$ cat src/rtl/fracsyn_pkg.sv
package fracsyn_pkg;

    // Fraction denominator: the numerator counts in 36ths of an integer step
    localparam int unsigned FRAC_DEN = 36;
    localparam int unsigned MFI_W    = 8;
    localparam int unsigned MFN_W    = 8;

    // Period in accumulator units: 72*I + 2*F must fit
    localparam int unsigned PER_W =
        ((MFI_W + 7) > (MFN_W + 1) ? (MFI_W + 7) : (MFN_W + 1)) + 1;

    // Register byte offsets (software-visible, order fixed by the map)
    localparam int unsigned OFS_STAT = 32'h0C;
    localparam int unsigned OFS_LOL  = 32'h10;
    localparam int unsigned OFS_HOLD = 32'h14;
    localparam int unsigned OFS_CTRL = 32'h18;
    localparam int unsigned OFS_DIV0 = 32'h1C;
    localparam int unsigned DIV_STEP = 4;

    localparam int unsigned CTRL_GRST_BIT = 1;

    typedef enum logic [2:0] {
        PS_IDLE = 3'd0,
        PS_HOLD = 3'd1,
        PS_WAIT = 3'd2,
        PS_LOCK = 3'd3,
        PS_FAIL = 3'd4
    } port_state_e;

    typedef struct packed {
        logic [MFI_W-1:0] mfi;
        logic [MFN_W-1:0] mfn;
    } div_cfg_t;

endpackage

$ cat src/rtl/fracsyn_regs.sv
module fracsyn_regs
    import fracsyn_pkg::*;
#(
    parameter int unsigned NUM_PORTS = 6,
    parameter int unsigned ADDR_W    = 8,
    parameter int unsigned DATA_W    = 32
) (
    input  logic                  clk,
    input  logic                  rst_n,
    input  logic                  wr_en,
    input  logic [ADDR_W-1:0]     addr,
    input  logic [DATA_W-1:0]     wdata,
    input  logic [NUM_PORTS-1:0]  locked,
    input  logic [NUM_PORTS-1:0]  lol_set,
    output logic [DATA_W-1:0]     rdata,
    output logic [NUM_PORTS-1:0]  hold_o,
    output logic [NUM_PORTS-1:0]  lol_o,
    output logic                  glob_o,
    output div_cfg_t [NUM_PORTS-1:0] div_o
);

    localparam int unsigned CFG_W = $bits(div_cfg_t);

    typedef struct packed {
        logic [NUM_PORTS-1:0]    hold;
        logic [NUM_PORTS-1:0]    lol;
        logic                    glob;
        div_cfg_t [NUM_PORTS-1:0] div;
    } regs_t;

    regs_t r_d, r_q;

    function automatic logic [ADDR_W-1:0] div_ofs(input int idx);
        return ADDR_W'(OFS_DIV0 + DIV_STEP * idx);
    endfunction

    logic unused_wbits;
    assign unused_wbits = ^wdata[DATA_W-1:CFG_W];

    // next-state
    always_comb begin
        r_d = r_q;
        if (wr_en) begin
            if (addr == ADDR_W'(OFS_HOLD)) r_d.hold = wdata[NUM_PORTS-1:0];
            if (addr == ADDR_W'(OFS_CTRL)) r_d.glob = wdata[CTRL_GRST_BIT];
            if (addr == ADDR_W'(OFS_LOL))  r_d.lol  = r_q.lol & ~wdata[NUM_PORTS-1:0];
            for (int i = 0; i < NUM_PORTS; i++) begin
                if (addr == div_ofs(i)) r_d.div[i] = wdata[CFG_W-1:0];
            end
        end
        // a fresh loss wins over a clear in the same cycle
        r_d.lol = r_d.lol | lol_set;
    end

    always_ff @(posedge clk or negedge rst_n) begin
        if (!rst_n) r_q <= '0;
        else        r_q <= r_d;
    end

    // read mux
    always_comb begin
        rdata = '0;
        if (addr == ADDR_W'(OFS_STAT)) rdata[NUM_PORTS-1:0] = locked;
        if (addr == ADDR_W'(OFS_LOL))  rdata[NUM_PORTS-1:0] = r_q.lol;
        if (addr == ADDR_W'(OFS_HOLD)) rdata[NUM_PORTS-1:0] = r_q.hold;
        if (addr == ADDR_W'(OFS_CTRL)) rdata[CTRL_GRST_BIT] = r_q.glob;
        for (int i = 0; i < NUM_PORTS; i++) begin
            if (addr == div_ofs(i)) rdata[CFG_W-1:0] = r_q.div[i];
        end
    end

    assign hold_o = r_q.hold;
    assign lol_o  = r_q.lol;
    assign glob_o = r_q.glob;
    assign div_o  = r_q.div;

endmodule

$ cat src/rtl/fracsyn_lock.sv
module fracsyn_lock
    import fracsyn_pkg::*;
#(
    parameter int unsigned LOCK_CYCLES = 64
) (
    input  logic clk,
    input  logic rst_n,
    input  logic hold,
    input  logic glob,
    input  logic cfg_bad,
    output logic locked_o,
    output logic release_o,
    output logic start_o,
    output logic lol_set_o
);

    localparam int unsigned CNT_W = (LOCK_CYCLES > 1) ? $clog2(LOCK_CYCLES) : 1;
    localparam logic [CNT_W-1:0] CNT_LAST = CNT_W'(LOCK_CYCLES - 1);

    typedef struct packed {
        port_state_e      st;
        logic [CNT_W-1:0] cnt;
    } lock_t;

    lock_t l_d, l_q;

    always_comb begin
        l_d       = l_q;
        release_o = 1'b0;
        start_o   = 1'b0;
        lol_set_o = 1'b0;
        if (hold) begin
            l_d.st  = PS_HOLD;
            l_d.cnt = '0;
        end else begin
            case (l_q.st)
                PS_HOLD: begin
                    release_o = 1'b1;
                    l_d.cnt   = '0;
                    if (cfg_bad) begin
                        l_d.st    = PS_FAIL;
                        lol_set_o = 1'b1;
                    end else begin
                        l_d.st = PS_WAIT;
                    end
                end
                PS_WAIT: begin
                    if (glob) begin
                        l_d.cnt = '0;
                    end else if (l_q.cnt == CNT_LAST) begin
                        l_d.st  = PS_LOCK;
                        l_d.cnt = '0;
                        start_o = 1'b1;
                    end else begin
                        l_d.cnt = l_q.cnt + CNT_W'(1);
                    end
                end
                PS_LOCK: begin
                    if (glob) begin
                        l_d.st    = PS_WAIT;
                        l_d.cnt   = '0;
                        lol_set_o = 1'b1;
                    end
                end
                default: ;
            endcase
        end
    end

    always_ff @(posedge clk or negedge rst_n) begin
        if (!rst_n) l_q <= '{st: PS_IDLE, cnt: '0};
        else        l_q <= l_d;
    end

    assign locked_o = (l_q.st == PS_LOCK);

endmodule

$ cat src/rtl/fracsyn_pulse.sv
module fracsyn_pulse
    import fracsyn_pkg::*;
(
    input  logic     clk,
    input  logic     rst_n,
    input  logic     capture,
    input  logic     start,
    input  logic     run,
    input  div_cfg_t cfg,
    output logic     tick_o
);

    typedef struct packed {
        div_cfg_t         snap;
        logic [PER_W-1:0] acc;
    } pg_t;

    pg_t p_d, p_q;
    logic [PER_W-1:0] period;
    logic [PER_W-1:0] sum;

    always_comb begin
        period = PER_W'(p_q.snap.mfi) * PER_W'(2 * FRAC_DEN)
               + PER_W'(p_q.snap.mfn) * PER_W'(2);
        sum    = p_q.acc + PER_W'(FRAC_DEN);
        tick_o = run && (sum >= period);

        p_d = p_q;
        if (capture) p_d.snap = cfg;
        if (start) begin
            p_d.acc = '0;
        end else if (run) begin
            p_d.acc = tick_o ? (sum - period) : sum;
        end
    end

    always_ff @(posedge clk or negedge rst_n) begin
        if (!rst_n) p_q <= '0;
        else        p_q <= p_d;
    end

endmodule

$ cat src/rtl/fracsyn_ctrl.sv
module fracsyn_ctrl
    import fracsyn_pkg::*;
#(
    parameter int unsigned NUM_PORTS   = 6,
    parameter int unsigned LOCK_CYCLES = 64,
    parameter int unsigned ADDR_W      = 8,
    parameter int unsigned DATA_W      = 32
) (
    input  logic                 clk,
    input  logic                 rst_n,
    input  logic                 wr_en,
    input  logic [ADDR_W-1:0]    addr,
    input  logic [DATA_W-1:0]    wdata,
    output logic [DATA_W-1:0]    rdata,
    output logic [NUM_PORTS-1:0] tick_o
);

    logic [NUM_PORTS-1:0]     stat_vec;
    logic [NUM_PORTS-1:0]     lol_set_vec;
    logic [NUM_PORTS-1:0]     hold_vec;
    logic [NUM_PORTS-1:0]     lol_vec;
    logic                     glob_q;
    div_cfg_t [NUM_PORTS-1:0] div_cfg;

    fracsyn_regs #(
        .NUM_PORTS(NUM_PORTS),
        .ADDR_W   (ADDR_W),
        .DATA_W   (DATA_W)
    ) u_regs (
        .clk    (clk),
        .rst_n  (rst_n),
        .wr_en  (wr_en),
        .addr   (addr),
        .wdata  (wdata),
        .locked (stat_vec),
        .lol_set(lol_set_vec),
        .rdata  (rdata),
        .hold_o (hold_vec),
        .lol_o  (lol_vec),
        .glob_o (glob_q),
        .div_o  (div_cfg)
    );

    for (genvar p = 0; p < NUM_PORTS; p++) begin : g_port
        logic rel, start;

        fracsyn_lock #(
            .LOCK_CYCLES(LOCK_CYCLES)
        ) u_lock (
            .clk      (clk),
            .rst_n    (rst_n),
            .hold     (hold_vec[p]),
            .glob     (glob_q),
            .cfg_bad  (div_cfg[p].mfi == '0),
            .locked_o (stat_vec[p]),
            .release_o(rel),
            .start_o  (start),
            .lol_set_o(lol_set_vec[p])
        );

        fracsyn_pulse u_pulse (
            .clk    (clk),
            .rst_n  (rst_n),
            .capture(rel),
            .start  (start),
            .run    (stat_vec[p]),
            .cfg    (div_cfg[p]),
            .tick_o (tick_o[p])
        );
    end

endmodule

$ cat config.mk
export PLATFORM = sky130hd
export DESIGN_NAME = fracsyn_ctrl
export DESIGN_NICKNAME = d
export VERILOG_FILES = /design/src/rtl/fracsyn_pkg.sv /design/src/rtl/fracsyn_regs.sv /design/src/rtl/fracsyn_lock.sv /design/src/rtl/fracsyn_pulse.sv /design/src/rtl/fracsyn_ctrl.sv
export SDC_FILE = /design/constraint.sdc
export NUM_CORES = 1
export LEC_CHECK = 0
export ABC_AREA = 1
export BUFFER_PORTS_ARGS = -buffer_cell sky130_fd_sc_hd__buf_2
export CAP_MARGIN = 10
export CORE_MARGIN = 1
export CORE_UTILIZATION = 55
export DETAILED_ROUTE_END_ITERATION = 12
export GPL_TIMING_DRIVEN = 0
export PLACE_DENSITY = 0.78
export SYNTH_ARGS = -nofsm -noshare
export SYNTH_HDL_FRONTEND = slang
export SYNTH_SLANG_ARGS = --single-unit
$ cat constraint.sdc
create_clock -name clk -period 11.2 [get_ports clk]
set_input_delay 1.68 -clock clk [delete_from_list [all_inputs] [get_ports clk]]
set_output_delay 1.68 -clock clk [all_outputs]
set_load 0.005 [all_outputs]
---- Word level (Yosys, flattened, before mapping) ----
Index checks and enable logic that the tools add are counted.
cells by class
  muxes and demuxes ....................... 135
  $add $sub $neg .......................... 24
  multipliers ............................. 6
  bitwise gates (word level) .............. 3
  $lt $le $gt $ge ......................... 6
  reduce and logical (&&, ||, !) cells .... 44
  equal/unequal tests ..................... 52
operators with widths
  kind                                                                      count
  16-bit 2-to-1 mux                                                         30
  9-bit case mux with 3 select lines                                        6
  103-bit 2-to-1 mux                                                        1
  15-bit by 9-bit adder with 16-bit output                                  6
  16-bit by 6-bit adder with 16-bit output (second input constant)          6
  16-bit >= comparator                                                      6
  6-bit 2-to-1 mux                                                          16
  16-bit subtractor                                                         6
  8-bit by 4-bit multiplier with 12-bit output (second input constant)      6
  9-bit 2-to-1 mux                                                          7
  3-bit 2-to-1 mux                                                          18
  1-bit 2-to-1 mux                                                          51
  8-bit zero test                                                           6
  8-bit by 6-bit == test with 1-bit output (second input constant)          5
  6-bit by 1-bit adder with 6-bit output (second input constant)            6
  3-bit by 2-bit == test with 1-bit output (second input constant)          12
  6-bit == test (second input constant)                                     6
  3-bit inequality test (second input constant)                             12
  8-bit by 5-bit == test with 1-bit output (second input constant)          4
  2-bit AND reduction                                                       14
  4-bit AND reduction                                                       6
  4-bit nonzero test                                                        6
  3-bit by 1-bit == test with 1-bit output (second input constant)          6
  3-bit by 2-bit inequality test with 1-bit output (second input constant)  6
  7 further kinds                                                           22
word-level totals
  register bits after elaboration ......... 355
  input port bits ......................... 43
  logic and storage cells ................. 315

---- Depth between registers and ports, before layout ----
  depth in word-level cells ............... 11
  gate-level depth with buffers ........... 26

---- By module ----
From an unflattened synthesis, not the netlist that was laid out.
unflattened totals
  cell total of the unflattened synthesis .. 4,108
  area, all modules ....................... 28,675.0 sq um
by module, submodules not included
  module                                 cells an instance  sequential area each (sq um)  area each (sq um)  instances
  fracsyn_pulse (g_port[2].u_pulse ...)  495                775.7                         3,289.4            4
  fracsyn_regs                           617                2,727.6                       5,316.3            1
  fracsyn_lock                           79                 225.2                         575.6              6
  fracsyn_pulse (g_port[0].u_pulse)      499                775.7                         3,311.9            1
  fracsyn_pulse (g_port[1].u_pulse)      496                775.7                         3,278.1            1
  fracsyn_ctrl                           42                 0.0                           157.7              1

---- Least setup slack after synthesis ----
OpenSTA, ideal clock, no wires.
  path kind ............................... reg-to-output
  from .................................... reg g_port[5].u_pulse.p_q[25] (netlist bit)
  to ...................................... out tick_o[5]
  data required time ...................... 9.520 ns
  arrival time ............................ 3.549 ns
  stages on the path, launching flop included .. 24
  path slack .............................. 5.971 ns
  cells stage by stage .................... dfrtp_1 ha_1 ha_1 fa_1 ha_1 inv_1 o21bai_1 a21oi_1 nand2_1 nand2_1 nor2_1 nand2_1 nor2_1 nand2_1 nand2_1 ha_1 nand2_2 nor2_2 and2_4 nand3_4 nand3_4 nand2_4 inv_2 buf_4
between the ends
  longest elaborated chain between the ends .. 4
ends and longest elaborated chain
  what                                          RTL line             source
  from (decl)                                   fracsyn_pulse.sv:18  pg_t p_d, p_q;
  from (signal assigned)                        fracsyn_pulse.sv:39  else p_q <= p_d;
  8-bit by 4-bit multiplier with 12-bit output  fracsyn_pulse.sv:23  period = PER_W'(p_q.snap.mfi) * PER_W'(2 * FRAC_DEN)
  15-bit by 9-bit adder with 16-bit output      fracsyn_pulse.sv:24  + PER_W'(p_q.snap.mfn) * PER_W'(2);
  16-bit >= comparator                          fracsyn_pulse.sv:26  tick_o = run && (sum >= period);
  1-bit logical AND                             fracsyn_pulse.sv:26
  to (decl)                                     fracsyn_ctrl.sv:15   output logic [NUM_PORTS-1:0] tick_o
No other way between the ends.

---- Worst setup path in the final report ----
Same ends and word-level chain as after synthesis.

==> results.cfg <==
[route]
routed-via-count = 25940
drtIter0Drc = 2045
drcViolationCount = 0
postRouteAntennaNets = 0
dr.pass1.iters = 8
wirelength_mm = 72.93
drt-wirelength-per-cell_microns = 15.07
routed_via_density = 5.359

[final_layout]
nFillCells = 4550
final_util_pct = 61.67
seq_area_sq_um = 8733
fin_nets = 4402
drive_above_1_share_pct = 8.719
multiInputGateArea_sq_um = 16460
area_growth_syn_to_layout_pct = 9.635

[pwr]
clock_power_share_pct = 15.9
switchingPower_mw = 4.492
p_seq_share_pct = 20.7
pwr-share-comb_pct = 63.4
power_density_nw_per_um2 = 293.6
p_sw_share_pct = 50.25
max-vdd-ir-drop_uv = 227.6
internal_power_mw = 4.446
power_leakage_nw = 16.20

[clock_tree]
cts.sinks = 349
cts_tree = yes
clk_latency_ns = 0.58
cts.reportedPaths.clkPinSlew_ns = 0.06
cts_buffers = 42
cts_resized = 0
hold_buffers = 0
cts_root_buffer = clkbuf_16
cts_htree_levels = 2
cts_max_path_buffers = 3
post_cts_buffers = 0

[sta]
min_period_over_period_pct = 57.40
drv_slew = 0
worst_slack_ns = 4.772
setup_viol = 0
setup_tns_ns = 0
post-route-min-period_ns = 6.428
grt_setup_unrepaired = false
slew_headroom_pct = 40.63
tightest_slew_ns = 0.8872
max_freq_mhz = 155.6
fin_worst_skew_ns = 0.02405
holdWs_ns = 0.4830
hold_violations = 0

[grt]
antenna_found_initial = 3
grt_max_degree = 125
grt_pass1_wl_mm = 119.8
grt_overflow_total = 0
grt_pass1_vias = 24110
grt_use_total_pct = 29.11

[worst_setup_path]
cp.arrival_ns = 4.75
worstSetupEndpointType = output pin
cp_data_required_time_ns = 9.52
critical_path_class = reg2out
cp-start-kind = register
crit_fanout = 10

[die]
row_count = 81
dieHeight_microns = 226.7
ioPinCount = 81
initial_core_util_pct = 56.25
die-area_sq_um = 51380
core_area_sq_um = 49360
die_w_microns = 226.7

[logic_synthesis]
synth.avg_cell_area_sq_um = 6.891
synth.distinct_cells = 66
synth-main-ff-cell = dfrtp_1
syn_inst = 4029
synth-seq-cells = 349
synth_most_common_cell = nand2_1
synthTopCellsByCount = nand2_1, inv_1, dfrtp_1
netlist_area_sq_um = 27760
synth_edf_count = 0
seq_area_frac_synth_pct = 31.46
synth_warnings = 0
synth_top_cell_area_share_pct = 31.46
async_reset_ff_share_pct = 100.0
yosys-top-cells-area = dfrtp_1, nand2_1, ha_1, inv_1, nand3_1
yosysTopAreaCell = dfrtp_1

[worst_hold_path]
hold_path_class = reg2reg

[place]
gp_congestion = 1.005
hpwl_mm = 56.17
dp_slack_ns = 5.401
io_buffer_count = 47

[job]
max_cap_viol_count = 0

[status]
run_status = finished clean
## through the flow
| step | area [sq um] | instances | power [mW] |
|---|---|---|---|
| 6_report | 30440 | 4840 | 8.938 |
| 2_1_floorplan | 27840 | 4049 | 6.306 |
| 3_3_place_gp | 28900 | 4760 | 7.327 |
| 3_5_place_dp | 29000 | 4763 | 7.429 |
| 5_1_grt | 30440 | 4839 | 9.880 |
| 4_1_cts | 30440 | 4839 | 8.903 |
## registers in the layout (all words and copies together), names as in the netlist
name	flops
g_port.u_lock.l_q	54
g_port.u_pulse.p_q	186
u_regs.div_o	96
u_regs.glob_o	1
u_regs.hold_o	6
u_regs.lol_o	6
## critical path, cell delays in order (launching register included)
cell,delay (ns)
dfrtp_1,0.43
ha_1,0.32
ha_1,0.25
fa_1,0.44
ha_1,0.33
inv_1,0.07
o21bai_1,0.16
a21oi_1,0.06
nand2_1,0.11
nand2_1,0.08
nor2_1,0.09
nand2_1,0.09
o21bai_1,0.13
nand2_1,0.10
ha_1,0.38
nand2_1,0.10
nand2_1,0.06
nand2_1,0.06
nand2_1,0.06
a21oi_2,0.20
nand3_4,0.18
nand2_4,0.16
inv_2,0.07
buf_4,0.12
buf_2,0.11
## cells in the final DEF (no fill, tap or decap), types with 20 or more instances in the layout
cell type / n
nand3_1: 223
ha_1: 198
inv_2: 38
nor2_1: 260
conb_1: 22
buf_2: 72
nand2_2: 27
nor3_1: 41
inv_1: 506
xnor2_1: 59
a21oi_1: 185
clkbuf_16: 45
clkbuf_1: 32
o21ai_0: 172
nand4_1: 77
o21ai_1: 73
mux2_2: 20
nand3b_1: 38
buf_4: 28
xor2_1: 61
nand2_1: 1383
dfrtp_1: 349
## metal layers
| layer | vias up | part of all wire, % | GRT usage (%) |
|---|---|---|---|
| li1 | 13210 | - | - |
| met1 | 11900 | 46 | 39.85 |
| met2 | 694 | 43 | 45.26 |
| met3 | 141 | 7.9 | 6.829 |
| met4 | 4 | 3.1 | 9.394 |
| met5 | - | 0.036 | 0 |
## layout make-up
cell class	instances	share of cell area, %
diodes	1	0.008221
plain buffers	96	1.981
clock buffers	55	3.987
clock inverters	21	0.7399
inverters	545	6.721
multi-input cells	3059	54.06
flip-flops and latches	349	28.69
well taps	664	2.729
repair buffers	50	1.077
## final timing paths
| path | start | to | slack, ns | depth (start not counted) |
|---|---|---|---|---|
| worst max-delay path | g_port[5].u_pulse.p_q[25] | tick_o[5] | 4.77 | 24 |
| max in group asynchronous | rst_n | g_port[5].u_pulse.p_q[15] | 8.90 | 3 |
| worst min register to register | g_port[3].u_pulse.p_q[18] | g_port[3].u_pulse.p_q[18] | 0.48 | 2 |
| min in group asynchronous | rst_n | g_port[4].u_pulse.p_q[15] | 1.01 | 1 |
| worst min-delay path | g_port[3].u_pulse.p_q[18] | g_port[3].u_pulse.p_q[18] | 0.48 | 2 |
| worst max register to register | g_port[5].u_pulse.p_q[25] | g_port[5].u_pulse.p_q[8] | 6.86 | 23 |
## power groups by stage
stage,clock network (mW),registers [mW],logic (mW)
global placement,0,1.85,5.47
finish,1.42,1.85,5.67
CTS,1.45,1.84,5.61
global route,1.50,1.89,6.49
detailed placement,0,1.86,5.57
floorplan,0,1.78,4.53
## cell families after synthesis
family                   Yosys count  synth area share (%)
AO/OA/AOI/OAI                    563                 11.60
XOR/XNOR                         122                 3.903
adder cells (fa/ha/maj)          216                 10.22
buffers and inverters            641                 9.541
flip-flops                       349                 31.46
multiplexers                      23                0.9194
other                              2               0.02705
AND/OR/NAND/NOR                 2113                 32.34
Note: power is estimated with default switching activity, not from simulation.
